File: config.mk
export PLATFORM = sky130hd
export DESIGN_NAME = snq_engine
export DESIGN_NICKNAME = d
export VERILOG_FILES = /design/src/rtl/snq_pkg.sv /design/src/rtl/snq_lane_out.sv /design/src/rtl/snq_lane_in.sv /design/src/rtl/snq_seq.sv /design/src/rtl/snq_engine.sv
export SDC_FILE = /design/constraint.sdc
export NUM_CORES = 1
export LEC_CHECK = 0
export ABC_AREA = 1
export BUFFER_PORTS_ARGS = -buffer_cell sky130_fd_sc_hd__buf_2
export CORE_ASPECT_RATIO = 1.75
export CORE_MARGIN = 2
export CORE_UTILIZATION = 25
export DETAILED_ROUTE_END_ITERATION = 16
export GPL_TIMING_DRIVEN = 0
export PLACE_DENSITY = 0.51
export SLEW_MARGIN = 25
export SYNTH_ARGS = -nofsm -noshare
export SYNTH_HDL_FRONTEND = slang
export SYNTH_SLANG_ARGS = --single-unit
File: constraint.sdc
create_clock -name clk -period 3.8 [get_ports clk]
set_clock_uncertainty 0.1 [all_clocks]
set_input_delay 0.19 -clock clk [delete_from_list [all_inputs] [get_ports clk]]
set_output_delay 0.19 -clock clk [all_outputs]
set_load 0.02 [all_outputs]
File: src/rtl/snq_pkg.sv
package snq_pkg;

    localparam int OP_W      = 8;
    localparam int ADDR_MAXB = 3;
    localparam int SR_W      = 8 * ADDR_MAXB;
    localparam int IO_W      = 4;
    localparam int BIT_W     = $clog2(SR_W + 1);

    typedef logic [1:0] lane_code_t;

    typedef enum logic [2:0] {
        PH_IDLE,
        PH_CMD,
        PH_ADDR,
        PH_DUMMY,
        PH_DATA,
        PH_FETCH,
        PH_FIN
    } phase_t;

    typedef struct packed {
        logic [OP_W-1:0] opcode;
        logic [SR_W-1:0] addr;
        logic [1:0]      addr_bytes;
        lane_code_t      addr_lanes;
        logic            data_dir;
        lane_code_t      data_lanes;
    } desc_t;

    // Bits moved per sck period for a lane code.
    function automatic logic [BIT_W-1:0] lane_bits(lane_code_t c);
        case (c)
            2'd1:    return BIT_W'(2);
            2'd2:    return BIT_W'(4);
            default: return BIT_W'(1);
        endcase
    endfunction

endpackage

File: src/rtl/snq_lane_out.sv
module snq_lane_out
    import snq_pkg::*;
(
    input  logic [IO_W-1:0] sr_top,
    input  lane_code_t      lanes,
    input  logic            drive,
    output logic [IO_W-1:0] io_out,
    output logic [IO_W-1:0] io_oe
);
    always_comb begin
        io_out = '0;
        io_oe  = '0;
        if (drive) begin
            case (lanes)
                2'd1: begin
                    io_out = {2'b00, sr_top[3:2]};
                    io_oe  = 4'b0011;
                end
                2'd2: begin
                    io_out = sr_top;
                    io_oe  = 4'b1111;
                end
                default: begin
                    io_out = {3'b000, sr_top[3]};
                    io_oe  = 4'b0001;
                end
            endcase
        end
    end
endmodule

File: src/rtl/snq_lane_in.sv
module snq_lane_in
    import snq_pkg::*;
(
    input  logic [IO_W-1:0] io_in,
    input  lane_code_t      lanes,
    input  logic [7:0]      shreg,
    output logic [7:0]      shreg_nxt
);
    always_comb begin
        case (lanes)
            2'd1:    shreg_nxt = {shreg[5:0], io_in[1:0]};
            2'd2:    shreg_nxt = {shreg[3:0], io_in};
            default: shreg_nxt = {shreg[6:0], io_in[1]};
        endcase
    end
endmodule

File: src/rtl/snq_seq.sv
module snq_seq
    import snq_pkg::*;
#(
    parameter int DUM_W = 5,
    parameter int LEN_W = 12
) (
    input  logic              clk,
    input  logic              rst,
    input  logic              start,
    input  desc_t             desc,
    input  logic [DUM_W-1:0]  dummy_cycles,
    input  logic [LEN_W-1:0]  data_len,
    input  logic [7:0]        tx_data,
    input  logic              tx_valid,
    input  logic [7:0]        rx_nxt,
    output logic [7:0]        rx_shreg,
    output lane_code_t        cur_lanes,
    output logic              drive,
    output phase_t            phase,
    output logic              sck,
    output logic [IO_W-1:0]   sr_top,
    output logic [7:0]        rx_data,
    output logic              rx_valid,
    output logic              done
);
    localparam logic [DUM_W-1:0] DUM_ONE = DUM_W'(1);
    localparam logic [LEN_W-1:0] LEN_ONE = LEN_W'(1);
    localparam logic [BIT_W-1:0] BYTE_BITS = BIT_W'(8);

    phase_t           ph_q;
    logic             sck_q;
    logic [SR_W-1:0]  sr_q;
    logic [BIT_W-1:0] bits_q;
    logic [DUM_W-1:0] dum_q;
    logic [LEN_W-1:0] len_q;
    desc_t            d_q;
    logic [7:0]       rxs_q;
    logic [7:0]       rxd_q;
    logic             rxv_q;
    logic             done_q;

    phase_t           after_dummy, after_addr, after_cmd, leave_to;
    logic [BIT_W-1:0] cur_w;
    logic [SR_W-1:0]  addr_al;

    // Phase order: opcode, address, dummy, data; empty phases are skipped.
    always_comb begin
        if (len_q != '0)
            after_dummy = d_q.data_dir ? PH_DATA : PH_FETCH;
        else
            after_dummy = PH_FIN;
        after_addr = (dum_q != '0) ? PH_DUMMY : after_dummy;
        after_cmd  = (d_q.addr_bytes != 2'd0) ? PH_ADDR : after_addr;
        leave_to   = (ph_q == PH_CMD) ? after_cmd : after_addr;
    end

    always_comb begin
        case (ph_q)
            PH_ADDR: cur_lanes = d_q.addr_lanes;
            PH_DATA: cur_lanes = d_q.data_lanes;
            default: cur_lanes = 2'd0;
        endcase
        cur_w   = lane_bits(cur_lanes);
        addr_al = d_q.addr << (SR_W - 8 * int'(d_q.addr_bytes));
        drive   = (ph_q == PH_CMD) || (ph_q == PH_ADDR) ||
                  ((ph_q == PH_DATA) && !d_q.data_dir);
    end

    always_ff @(posedge clk) begin
        if (rst) begin
            ph_q   <= PH_IDLE;
            sck_q  <= 1'b0;
            sr_q   <= '0;
            bits_q <= '0;
            dum_q  <= '0;
            len_q  <= '0;
            d_q    <= '0;
            rxs_q  <= '0;
            rxd_q  <= '0;
            rxv_q  <= 1'b0;
            done_q <= 1'b0;
        end else begin
            rxv_q  <= 1'b0;
            done_q <= 1'b0;
            case (ph_q)
                PH_IDLE: begin
                    if (start) begin
                        d_q    <= desc;
                        dum_q  <= dummy_cycles;
                        len_q  <= data_len;
                        sr_q   <= {desc.opcode, {(SR_W-OP_W){1'b0}}};
                        bits_q <= BIT_W'(OP_W);
                        sck_q  <= 1'b0;
                        ph_q   <= PH_CMD;
                    end
                end
                PH_FETCH: begin
                    if (tx_valid) begin
                        sr_q[SR_W-1 -: 8] <= tx_data;
                        bits_q            <= BYTE_BITS;
                        ph_q              <= PH_DATA;
                    end
                end
                PH_FIN: begin
                    ph_q   <= PH_IDLE;
                    done_q <= 1'b1;
                end
                default: begin
                    if (!sck_q) begin
                        // rising edge: sample the input lanes on a read
                        sck_q <= 1'b1;
                        if (ph_q == PH_DATA && d_q.data_dir)
                            rxs_q <= rx_nxt;
                    end else begin
                        // falling edge: advance to the next bit group
                        sck_q <= 1'b0;
                        if (ph_q == PH_DUMMY) begin
                            dum_q <= dum_q - DUM_ONE;
                            if (dum_q == DUM_ONE) begin
                                ph_q <= after_dummy;
                                if (after_dummy == PH_DATA)
                                    bits_q <= BYTE_BITS;
                            end
                        end else begin
                            sr_q   <= sr_q << cur_w;
                            bits_q <= bits_q - cur_w;
                            if (bits_q == cur_w) begin
                                if (ph_q == PH_DATA) begin
                                    if (d_q.data_dir) begin
                                        rxd_q <= rxs_q;
                                        rxv_q <= 1'b1;
                                    end
                                    len_q <= len_q - LEN_ONE;
                                    if (len_q == LEN_ONE)
                                        ph_q <= PH_FIN;
                                    else if (d_q.data_dir)
                                        bits_q <= BYTE_BITS;
                                    else
                                        ph_q <= PH_FETCH;
                                end else begin
                                    ph_q <= leave_to;
                                    if (leave_to == PH_ADDR) begin
                                        sr_q   <= addr_al;
                                        bits_q <= BIT_W'({d_q.addr_bytes, 3'b000});
                                    end else if (leave_to == PH_DATA) begin
                                        bits_q <= BYTE_BITS;
                                    end
                                end
                            end
                        end
                    end
                end
            endcase
        end
    end

    assign phase    = ph_q;
    assign sck      = sck_q;
    assign sr_top   = sr_q[SR_W-1 -: IO_W];
    assign rx_shreg = rxs_q;
    assign rx_data  = rxd_q;
    assign rx_valid = rxv_q;
    assign done     = done_q;

endmodule

File: src/rtl/snq_engine.sv
module snq_engine
    import snq_pkg::*;
#(
    parameter int DUM_W = 5,
    parameter int LEN_W = 12
) (
    input  logic             clk,
    input  logic             rst,
    input  logic             start,
    input  logic [7:0]       opcode,
    input  logic [23:0]      addr,
    input  logic [1:0]       addr_bytes,
    input  logic [1:0]       addr_lanes,
    input  logic [DUM_W-1:0] dummy_cycles,
    input  logic             data_dir,
    input  logic [1:0]       data_lanes,
    input  logic [LEN_W-1:0] data_len,
    output logic             busy,
    output logic             done,
    input  logic [7:0]       tx_data,
    input  logic             tx_valid,
    output logic             tx_ready,
    output logic [7:0]       rx_data,
    output logic             rx_valid,
    output logic             cs_n,
    output logic             sck,
    output logic [3:0]       io_out,
    output logic [3:0]       io_oe,
    input  logic [3:0]       io_in
);
    desc_t           desc;
    phase_t          phase;
    lane_code_t      cur_lanes;
    logic            drive;
    logic [IO_W-1:0] sr_top;
    logic [7:0]      rx_shreg;
    logic [7:0]      rx_nxt;

    always_comb begin
        desc.opcode     = opcode;
        desc.addr       = addr;
        desc.addr_bytes = addr_bytes;
        desc.addr_lanes = addr_lanes;
        desc.data_dir   = data_dir;
        desc.data_lanes = data_lanes;
    end

    snq_seq #(.DUM_W(DUM_W), .LEN_W(LEN_W)) u_seq (
        .clk          (clk),
        .rst          (rst),
        .start        (start),
        .desc         (desc),
        .dummy_cycles (dummy_cycles),
        .data_len     (data_len),
        .tx_data      (tx_data),
        .tx_valid     (tx_valid),
        .rx_nxt       (rx_nxt),
        .rx_shreg     (rx_shreg),
        .cur_lanes    (cur_lanes),
        .drive        (drive),
        .phase        (phase),
        .sck          (sck),
        .sr_top       (sr_top),
        .rx_data      (rx_data),
        .rx_valid     (rx_valid),
        .done         (done)
    );

    snq_lane_out u_out (
        .sr_top (sr_top),
        .lanes  (cur_lanes),
        .drive  (drive),
        .io_out (io_out),
        .io_oe  (io_oe)
    );

    snq_lane_in u_in (
        .io_in     (io_in),
        .lanes     (cur_lanes),
        .shreg     (rx_shreg),
        .shreg_nxt (rx_nxt)
    );

    assign cs_n     = (phase == PH_IDLE);
    assign busy     = (phase != PH_IDLE);
    assign tx_ready = (phase == PH_FETCH);

endmodule

==> metrics.txt, run 1 <==
Starting Density=25.40%; Seq pwr share=27.1%; vias in the first global route=6,722; ant diodes=0; power per standard cell area=748.0 nW/um^2; HPWL after DPL=18.68 mm; Syn Std Cell Area=6101 um^2; area of the multi-input gates=3553 um^2; pin count of the biggest net entering global routing=16; Final Non-Filler Cells=1,371; RSZ-0062 raised after global routing=false; CP Launch Type=register; final worst slack=221.3 ps; syn avg cell area=6.429 um^2; first-pass GRT wire length=35.76 mm; Leakage=3.166 nW; GRT Util Overall=18.47%; syn nets=1,034; GPL Wtd Cong=0.9811; clock network power share=17.3%; Worst-Skew Late Latency=360 ps; Critical Path Source=u_seq.phase[0]; drt first pass iters=7; Residual DRC=0; Met3 Wirelength=837 um; Final Hold Vio Count=0; Total Power=5.514 mW; initial antenna violation count=0; cell family contributing the most delay on the critical path=simple AND/OR/NAND/NOR gates; Max stage delay cell, worst path=ha_2; actual slew at the worst max-slew pin=820.0 ps; final setup vio count=0; Switching Share=49.20%; worst rel slew slack=45.34%; clock period minus worst slack=3579 ps; placed insts=1,348; register bit total from synthesis=99; Die Y-Extent=210.7 um; WHS=6.333 ps; CTS Sinks=99; Routed Antenna Nets=0; synth unique cells=43; H-tree depth=3; Hold Crit Start=addr[22]; register area=1984 um^2; pre-CTS setup slack=-515.1 ps; Internal=2.801 mW; Max Cap Violations=0; # port buffers=91; Via density=4.958; fill count=2,806; yosys warns=0; top sig layer=met4; Syn Inst Count=949; most common cell after layout, fill and taps aside=nand2_1; Min-Delay Path Class=primary input to register; Avg WL per Cell=17.01 um; clock root buffer=clkbuf_16; final slew viol count=0; Rows=75; most frequent cells in the layout=236 x nand2_1, 112 x buf_2, 97 x o21ai_0, 97 x dfxtp_1, 92 x a21oi_1; fraction of layout cells with a size suffix above 1=16.65%; Crit. End Element=register; Top cell by count, worst path=nand2_1; Clock transition at path regs=70 ps; r2r startpoint=u_seq.phase[0]; Worst Path Arrival=3760 ps; Final nets=1,143; met2 WL=12.64 mm; final period utilization=94.18%; register area share after synthesis=32.49%; Crit Path Class=register to register; run status=completed; CTS tree=built; worst-path fanout max=10; Comb power frac=55.6%; DRT iter0 DRCs=411; Worst VDD drop=0.0004518 V; WP data required=3980 ps; Critical Path, Cell by Cell=inv_1 > nand2_1 > nor2_2 > inv_1 > o22ai_4 > ha_1 > buf_2 > clkinvlp_4 > clkbuf_4 > ha_2 > nand3_1 > nor2_4 > nand2_2 > nor2_4 > buf_4 > o211ai_1 > nand2_1 > nand2_1 > a21oi_1; NetSw=2.713 mW; crit path buf inv count=6; clk buf depth=2; Via Count=6,797; Max stage delay on crit path=390 ps; Fmax achieved=279.4 MHz; GRT overflow=0; total die area=25,720 um^2; core area=24,020 um^2; Die X=122.1 um; Top Ports=94; Area Growth Syn to Fin=20.84%; M1 WL=8.470 mm; routed wire length=23.32 mm; TritonCTS buffer count=9
metal layers:
layer | up-vias | global-route usage, %
met5 | - | 0
met3 | 67 | 2.403
met2 | 206 | 35.60
li1 | 3377 | -
met1 | 3147 | 18.36
met4 | 0 | 10.74
cells in the mapped netlist (all sizes together):
master	number	area share (%)
nand3	82	7.0
buf	32	2.9
nor4	1	0.35
nor2	73	4.9
o22ai	7	0.72
a21oi	93	7.7
nand2	241	15
a221oi	1	0.14
xnor2	2	0.29
and2	4	0.41
a31oi	10	1.0
or2	4	0.41
mux2i	4	0.66
o21ai	108	8.9
a211oi	10	1.3
o31ai	5	0.62
and3	1	0.10
a22o	8	1.1
o311ai	5	0.72
clkinv	2	0.12
fa	1	0.33
a21boi	1	0.12
nand4	3	0.31
o211ai	13	1.6
dfxtp	99	32
clkbuf	25	1.5
xor2	6	0.86
nor3	5	0.41
ha	12	2.5
inv	91	5.6
repair_timing:
item	CTS	global route
buffers inserted	0	4
endpoints found under the setup margin	52	48
pin swaps	0	1
hold buffers	4	0
resized for setup	11	11
hold endpoints to repair	4	0
stage by stage:
step           setup TNS, ps  cell area [um^2]  utilization, %
4_1_cts                    0              7303           30.40
2_1_floorplan              0              6101               -
5_1_grt                    0              7372           30.69
6_report                   0              7372           30.69
3_3_place_gp          -15070              6942           28.90
3_5_place_dp          -16030              6942           28.90
worst min-delay path, delay by kind of cell:
family | cells | cell delay (ps)
compound gates | 1 | 60
buf+inv | 1 | 100
simple gates | 1 | 80
final timing paths:
check	slack, ps	cells past startpoint	endpoint
worst max-delay path	220	19	u_seq.sr_q[12]
worst min-delay path	6	3	u_seq.d_q[29]
worst max register to register	220	19	u_seq.sr_q[12]
worst min register to register	360	2	u_seq.d_q[24]
power by group through the flow:
stage	Clock, mW	Combinational, mW	Sequential, mW
after floorplan	0	2.16	1.45
after global placement	0	3.01	1.50
after detailed placement	0	3.03	1.51
after CTS	0.980	3.06	1.49
after global routing	1.02	3.45	1.53
final	0.956	3.06	1.49
cell families (layout without fill, tap and decap cells):
kind of cell | after synthesis | after routing | share of synthesized area, %
simple gates | 414 | 414 | 28.81
fa+ha+maj | 13 | 13 | 2.789
buf+inv | 150 | 264 | 10.15
mux | 4 | 4 | 0.6563
compound gates | 261 | 261 | 23.95
xor+xnor | 8 | 8 | 1.149
flops | 99 | 99 | 32.49
cell type report:
type                    instances  area share [%]
clock buffers                  12           3.344
plain buffers                  56           3.717
multi-input cells             700           48.20
flip-flops and latches         99           26.92
clock inverters                 4          0.6789
repair buffers                 99           7.128
well taps                     308           5.227
inverters                      93           4.786
sequential cells by signal (all words and copies together), names as in the netlist:
name	cells
u_seq.rx_valid	1
u_seq.phase	3
u_seq.len_q	12
u_seq.dum_q	5
u_seq.sr_q	24
u_seq.rx_data	8
u_seq.sck	1
u_seq.rx_shreg	8
u_seq.d_q	31
u_seq.done	1
u_seq.bits_q	5
No activity file was read; power rests on OpenSTA's default activity.
==> inputs of run 2 (changes only) <==
CELL_PAD_IN_SITES_DETAIL_PLACEMENT = 0   (was not set)
CELL_PAD_IN_SITES_GLOBAL_PLACEMENT = 1   (was not set)
PLACE_DENSITY = 0.63   (was 0.51)
==> metrics.txt, run 2 (synthesis results as in run 1) <==
run status=completed; Die X=122.1 um; Leakage=3.236 nW; Max stage delay on crit path=390 ps; Min-Delay Path Class=primary input to register; pin count of the biggest net entering global routing=18; Crit. End Element=register; Critical Path, Cell by Cell=inv_1 > nand2_1 > nor2_4 > inv_1 > o22ai_2 > inv_1 > ha_1 > buf_2 > clkinv_2 > clkbuf_4 > ha_2 > nand3_1 > nor2_4 > nand2_2 > nor2_4 > buf_4 > o211ai_1 > nand2_1 > nand2_1 > a21oi_1; biggest regs=u_seq.d_q x31, u_seq.sr_q x24, u_seq.len_q x12; fraction of layout cells with a size suffix above 1=16.40%; Residual DRC=0; pre-CTS setup slack=-680.2 ps; Avg WL per Cell=18.30 um; most common cell after layout, fill and taps aside=nand2_1; total die area=25,720 um^2; HPWL after DPL=20.39 mm; Worst VDD drop=0.0004012 V; H-tree depth=3; vias in the first global route=6,852; GPL Wtd Cong=0.9221; CTS tree=built; final period utilization=95.70%; Worst-Skew Late Latency=380 ps; GRT Util Overall=20.28%; most frequent cells in the layout=236 x nand2_1, 112 x buf_2, 96 x o21ai_0, 96 x dfxtp_1, 92 x a21oi_1; actual slew at the worst max-slew pin=772.9 ps; clk buf depth=2; Top Ports=94; DRT iter0 DRCs=313; TritonCTS buffer count=9; clock period minus worst slack=3637 ps; drt first pass iters=5; # port buffers=91; final setup vio count=0; WP data required=4010 ps; Area Growth Syn to Fin=23.09%; final slew viol count=0; worst-path fanout max=10; Worst Path Arrival=3840 ps; routed wire length=25.28 mm; Final Hold Vio Count=0; Rows=75; Most flops, register=u_seq.d_q; CP Launch Type=register; core area=24,020 um^2; ant diodes=0; CTS Sinks=99; power per standard cell area=760.3 nW/um^2; clock root buffer=clkbuf_16; Via Count=6,752; Routed Antenna Nets=0; RSZ-0062 raised after global routing=false; Final nets=1,153; worst rel slew slack=48.47%; WHS=4.885 ps; Fmax achieved=275.0 MHz; initial antenna violation count=0; max reg flops=31; Starting Density=25.40%; final worst slack=163.3 ps; Clock transition at path regs=80 ps; Max stage delay cell, worst path=ha_2; first-pass GRT wire length=38.45 mm; Via density=4.889; Die Y-Extent=210.7 um; GRT overflow=0; Max Cap Violations=0; Crit Path Class=register to register
run 2: cell count changes in the layout (fill, tap and decap cells not counted), sizes merged:
cell         previous run  this run
dlygate4sd3             4        16
clkinvlp                3         0
inv                    91        94
buf                   127       125
bufinv                  1         2
clkbuf                 36        35
run 2: worst paths after layout:
kind | to | cells after the start | slack, ps | startpoint
worst min-delay path | u_seq.d_q[26] | 3 | 5 | addr[19]
worst max-delay path | u_seq.sr_q[12] | 20 | 160 | u_seq.phase[0]
worst max register to register | u_seq.sr_q[12] | 20 | 160 | u_seq.phase[0]
worst min register to register | u_seq.bits_q[0] | 2 | 360 | u_seq.bits_q[0]
run 2: area by class of cell:
| cell class | instances | area (um^2) |
|---|---|---|
| plain buffers | 56 | 270.3 |
| clock buffers | 11 | 252.7 |
| clock inverters | 5 | 88.84 |
| fillers | 2854 | 16510 |
| inverters | 93 | 350.3 |
| multi-input cells | 700 | 3546 |
| flip-flops and latches | 99 | 1986 |
| well taps | 308 | 385.4 |
| repair buffers | 109 | 630.6 |
run 2: power breakdown:
group | total (mW) | internal, mW | leakage (nW) | switching [mW]
Sequential | 1.49 | 1.29 | 0.811 | 0.197
Combinational | 3.13 | 0.983 | 2.26 | 2.14
Clock | 1.09 | 0.623 | 0.169 | 0.472
run 2: critical path: cells and delay by family, from the launching register on:
kind,cells,cell delay (ps)
AOI/OAI and AO/OA,3,400
adders and majority gates,2,530
buffers and inverters,7,1100
DFF,1,380
and+or+nand+nor,8,1030
run 2: repair_timing:
item | 4_1_cts | 5_1_grt
endpoints found under the hold margin | 16 | 0
resized for setup | 12 | 9
buffers inserted | 2 | 0
hold buffers | 16 | 0
setup endpoints to repair | 52 | 40
cloned | 0 | 0
pin swaps | 1 | 0
run 2: through the flow:
| stage | util [%] | power [mW] | TNS, ps | cells | cell area, um^2 |
|---|---|---|---|---|---|
| floorplan | - | 3.609 | 0 | 949 | 6101 |
| global placement | 28.90 | 4.596 | -23120 | 1348 | 6942 |
| detailed placement | 28.90 | 4.604 | -23520 | 1348 | 6942 |
| CTS | 31.15 | 5.745 | 0 | 1381 | 7482 |
| global route | 31.26 | 6.192 | 0 | 1381 | 7510 |
| finish | 31.26 | 5.710 | 0 | 1381 | 7510 |
run 2: per-layer routing:
layer	vias up	GRT usage, %	wire length, um
met3	58	2.511	695
met5	-	0	0
met2	154	39.45	13980
li1	3389	-	-
met4	0	11.85	1450
met1	3151	19.87	9150
==> inputs of run 3 (changes only) <==
CTS_BUF_LIST = sky130_fd_sc_hd__clkbuf_4 sky130_fd_sc_hd__clkbuf_8   (was not set)
==> metrics.txt, run 3 (synthesis results as in run 1) <==
run status=completed; routed wire length=25.60 mm; most common cell after layout, fill and taps aside=nand2_1; Total Power=5.511 mW; GPL Wtd Cong=0.9221; Switching Share=50.69%; HPWL after DPL=20.39 mm; Leakage=3.295 nW; Critical Path, Cell by Cell=inv_1 > nand2_1 > nor2_4 > inv_1 > o22ai_2 > inv_1 > ha_1 > buf_2 > buf_2 > clkbuf_1 > a211oi_1 > buf_2; actual slew at the worst max-slew pin=787.9 ps; final slew viol count=0; first-pass GRT wire length=38.85 mm; RSZ-0062 raised after global routing=false; CTS tree=built; Rows=75; total die area=25,720 um^2; pin count of the biggest net entering global routing=18; most frequent cells in the layout=236 x nand2_1, 112 x buf_2, 96 x o21ai_0, 96 x dfxtp_1, 92 x a21oi_1; DRT iter0 DRCs=365; biggest regs=u_seq.d_q x31, u_seq.sr_q x24, u_seq.len_q x12; placed insts=1,348; ant diodes=0; Internal=2.718 mW; Worst-Skew Late Latency=430 ps; CTS Sinks=99; Die Y-Extent=210.7 um; Clock transition at path regs=100 ps; clk buf depth=2; Max stage delay cell, worst path=a211oi_1; clock network power share=15.6%; Max Cap Violations=0; fraction of layout cells with a size suffix above 1=15.99%; Met3 Wirelength=736 um; Final Hold Vio Count=0; Worst VDD drop=0.0003810 V; # port buffers=91; TritonCTS buffer count=9; CP Launch Type=register; area of the multi-input gates=3546 um^2; final setup vio count=0; WP data required=3510 ps; WHS=37.33 ps; Top Ports=94; clock period minus worst slack=3691 ps; Seq pwr share=27.0%; final worst slack=108.8 ps; fill count=2,854; GRT overflow=0; Avg WL per Cell=18.17 um; Crit. End Element=output port; Worst Path Arrival=3400 ps; met2 WL=14.15 mm; Area after DPL=6942 um^2; core area=24,020 um^2; Residual DRC=0; initial antenna violation count=0; Most flops, register=u_seq.d_q; Max stage delay on crit path=500 ps; Min-Delay Path Class=primary input to register; vias in the first global route=6,970; fin area=7689 um^2; cell family contributing the most delay on the critical path=buffers and inverters; clock root buffer=clkbuf_8; Crit Path Class=register to output port; Setup TNS=0 ps; Fmax achieved=270.9 MHz; Area Growth Syn to Fin=26.03%; worst rel slew slack=47.47%; NetSw=2.793 mW; GRT Util Overall=20.48%; power per standard cell area=716.8 nW/um^2; max reg flops=31; M1 WL=9.196 mm; Final nets=1,181; register area=1986 um^2; Final Non-Filler Cells=1,409; Comb power frac=57.5%; H-tree depth=3; Die X=122.1 um; top sig layer=met4; Routed Antenna Nets=0; Via density=4.874; final period utilization=97.14%; pre-CTS setup slack=-680.2 ps; crit path buf inv count=7; drt first pass iters=5; Final Util=32.01%; Starting Density=25.40%; Via Count=6,868; worst-path fanout max=10
[run 3: cell count changes in the layout (fill, tap and decap cells not counted)]
cell,before,now
clkbuf_8,2,11
clkbuf_16,9,0
dlygate4sd3_1,16,44
[run 3: what timing repair did]
item                                   4_1_cts  5_1_grt
gates resized for setup                     13        8
endpoints found under the hold margin       38        0
setup endpoints to repair                   54       32
cloned                                       0        0
pin swaps                                    1        0
hold buffers                                44        0
buffers inserted                             2        0
[run 3: worst reg2reg max path: stages (launching register included)]
cell and delay, ps:
dfxtp_2 390, inv_1 90, nand2_1 110, nor2_4 60
inv_1 130, o22ai_2 120, inv_1 100, ha_1 140
buf_2 200, clkinv_2 160, clkbuf_4 240, ha_2 400
nand3_1 130, nor2_4 180, nand2_2 160, nor2_4 160
buf_4 200, o211ai_1 160, nand2_1 190, nand2_1 70
a21oi_1 110
[run 3: final cells by class]
type / instances / share of cell area (%)
clock inverters: 5 / 1.155
clock buffers: 11 / 1.969
flip-flops and latches: 99 / 25.83
well taps: 308 / 5.012
repair buffers: 137 / 11.85
plain buffers: 56 / 3.515
multi-input cells: 700 / 46.12
inverters: 93 / 4.557
[run 3: worst paths after layout]
check	from	cells after the start	end	slack, ps
max reg2reg	u_seq.phase[0]	20	u_seq.sr_q[12]	150
max	u_seq.phase[0]	12	io_out[0]	110
min reg2reg	u_seq.d_q[25]	2	u_seq.d_q[25]	370
min	data_len[10]	5	u_seq.len_q[10]	40
[run 3: power groups by stage]
stage / clock, mW / sequential, mW / combinational, mW
after floorplan: 0 / 1.45 / 2.16
after global placement: 0 / 1.50 / 3.10
after detailed placement: 0 / 1.50 / 3.10
after CTS: 0.883 / 1.48 / 3.18
after global routing: 0.915 / 1.52 / 3.56
final: 0.857 / 1.49 / 3.17
[run 3: per-layer routing]
| metal | vias to the layer above | GRT usage, % |
|---|---|---|
| met5 | - | 0 |
| met4 | 0 | 12.52 |
| met3 | 58 | 2.484 |
| met2 | 172 | 39.72 |
| met1 | 3191 | 19.97 |
| li1 | 3447 | - |
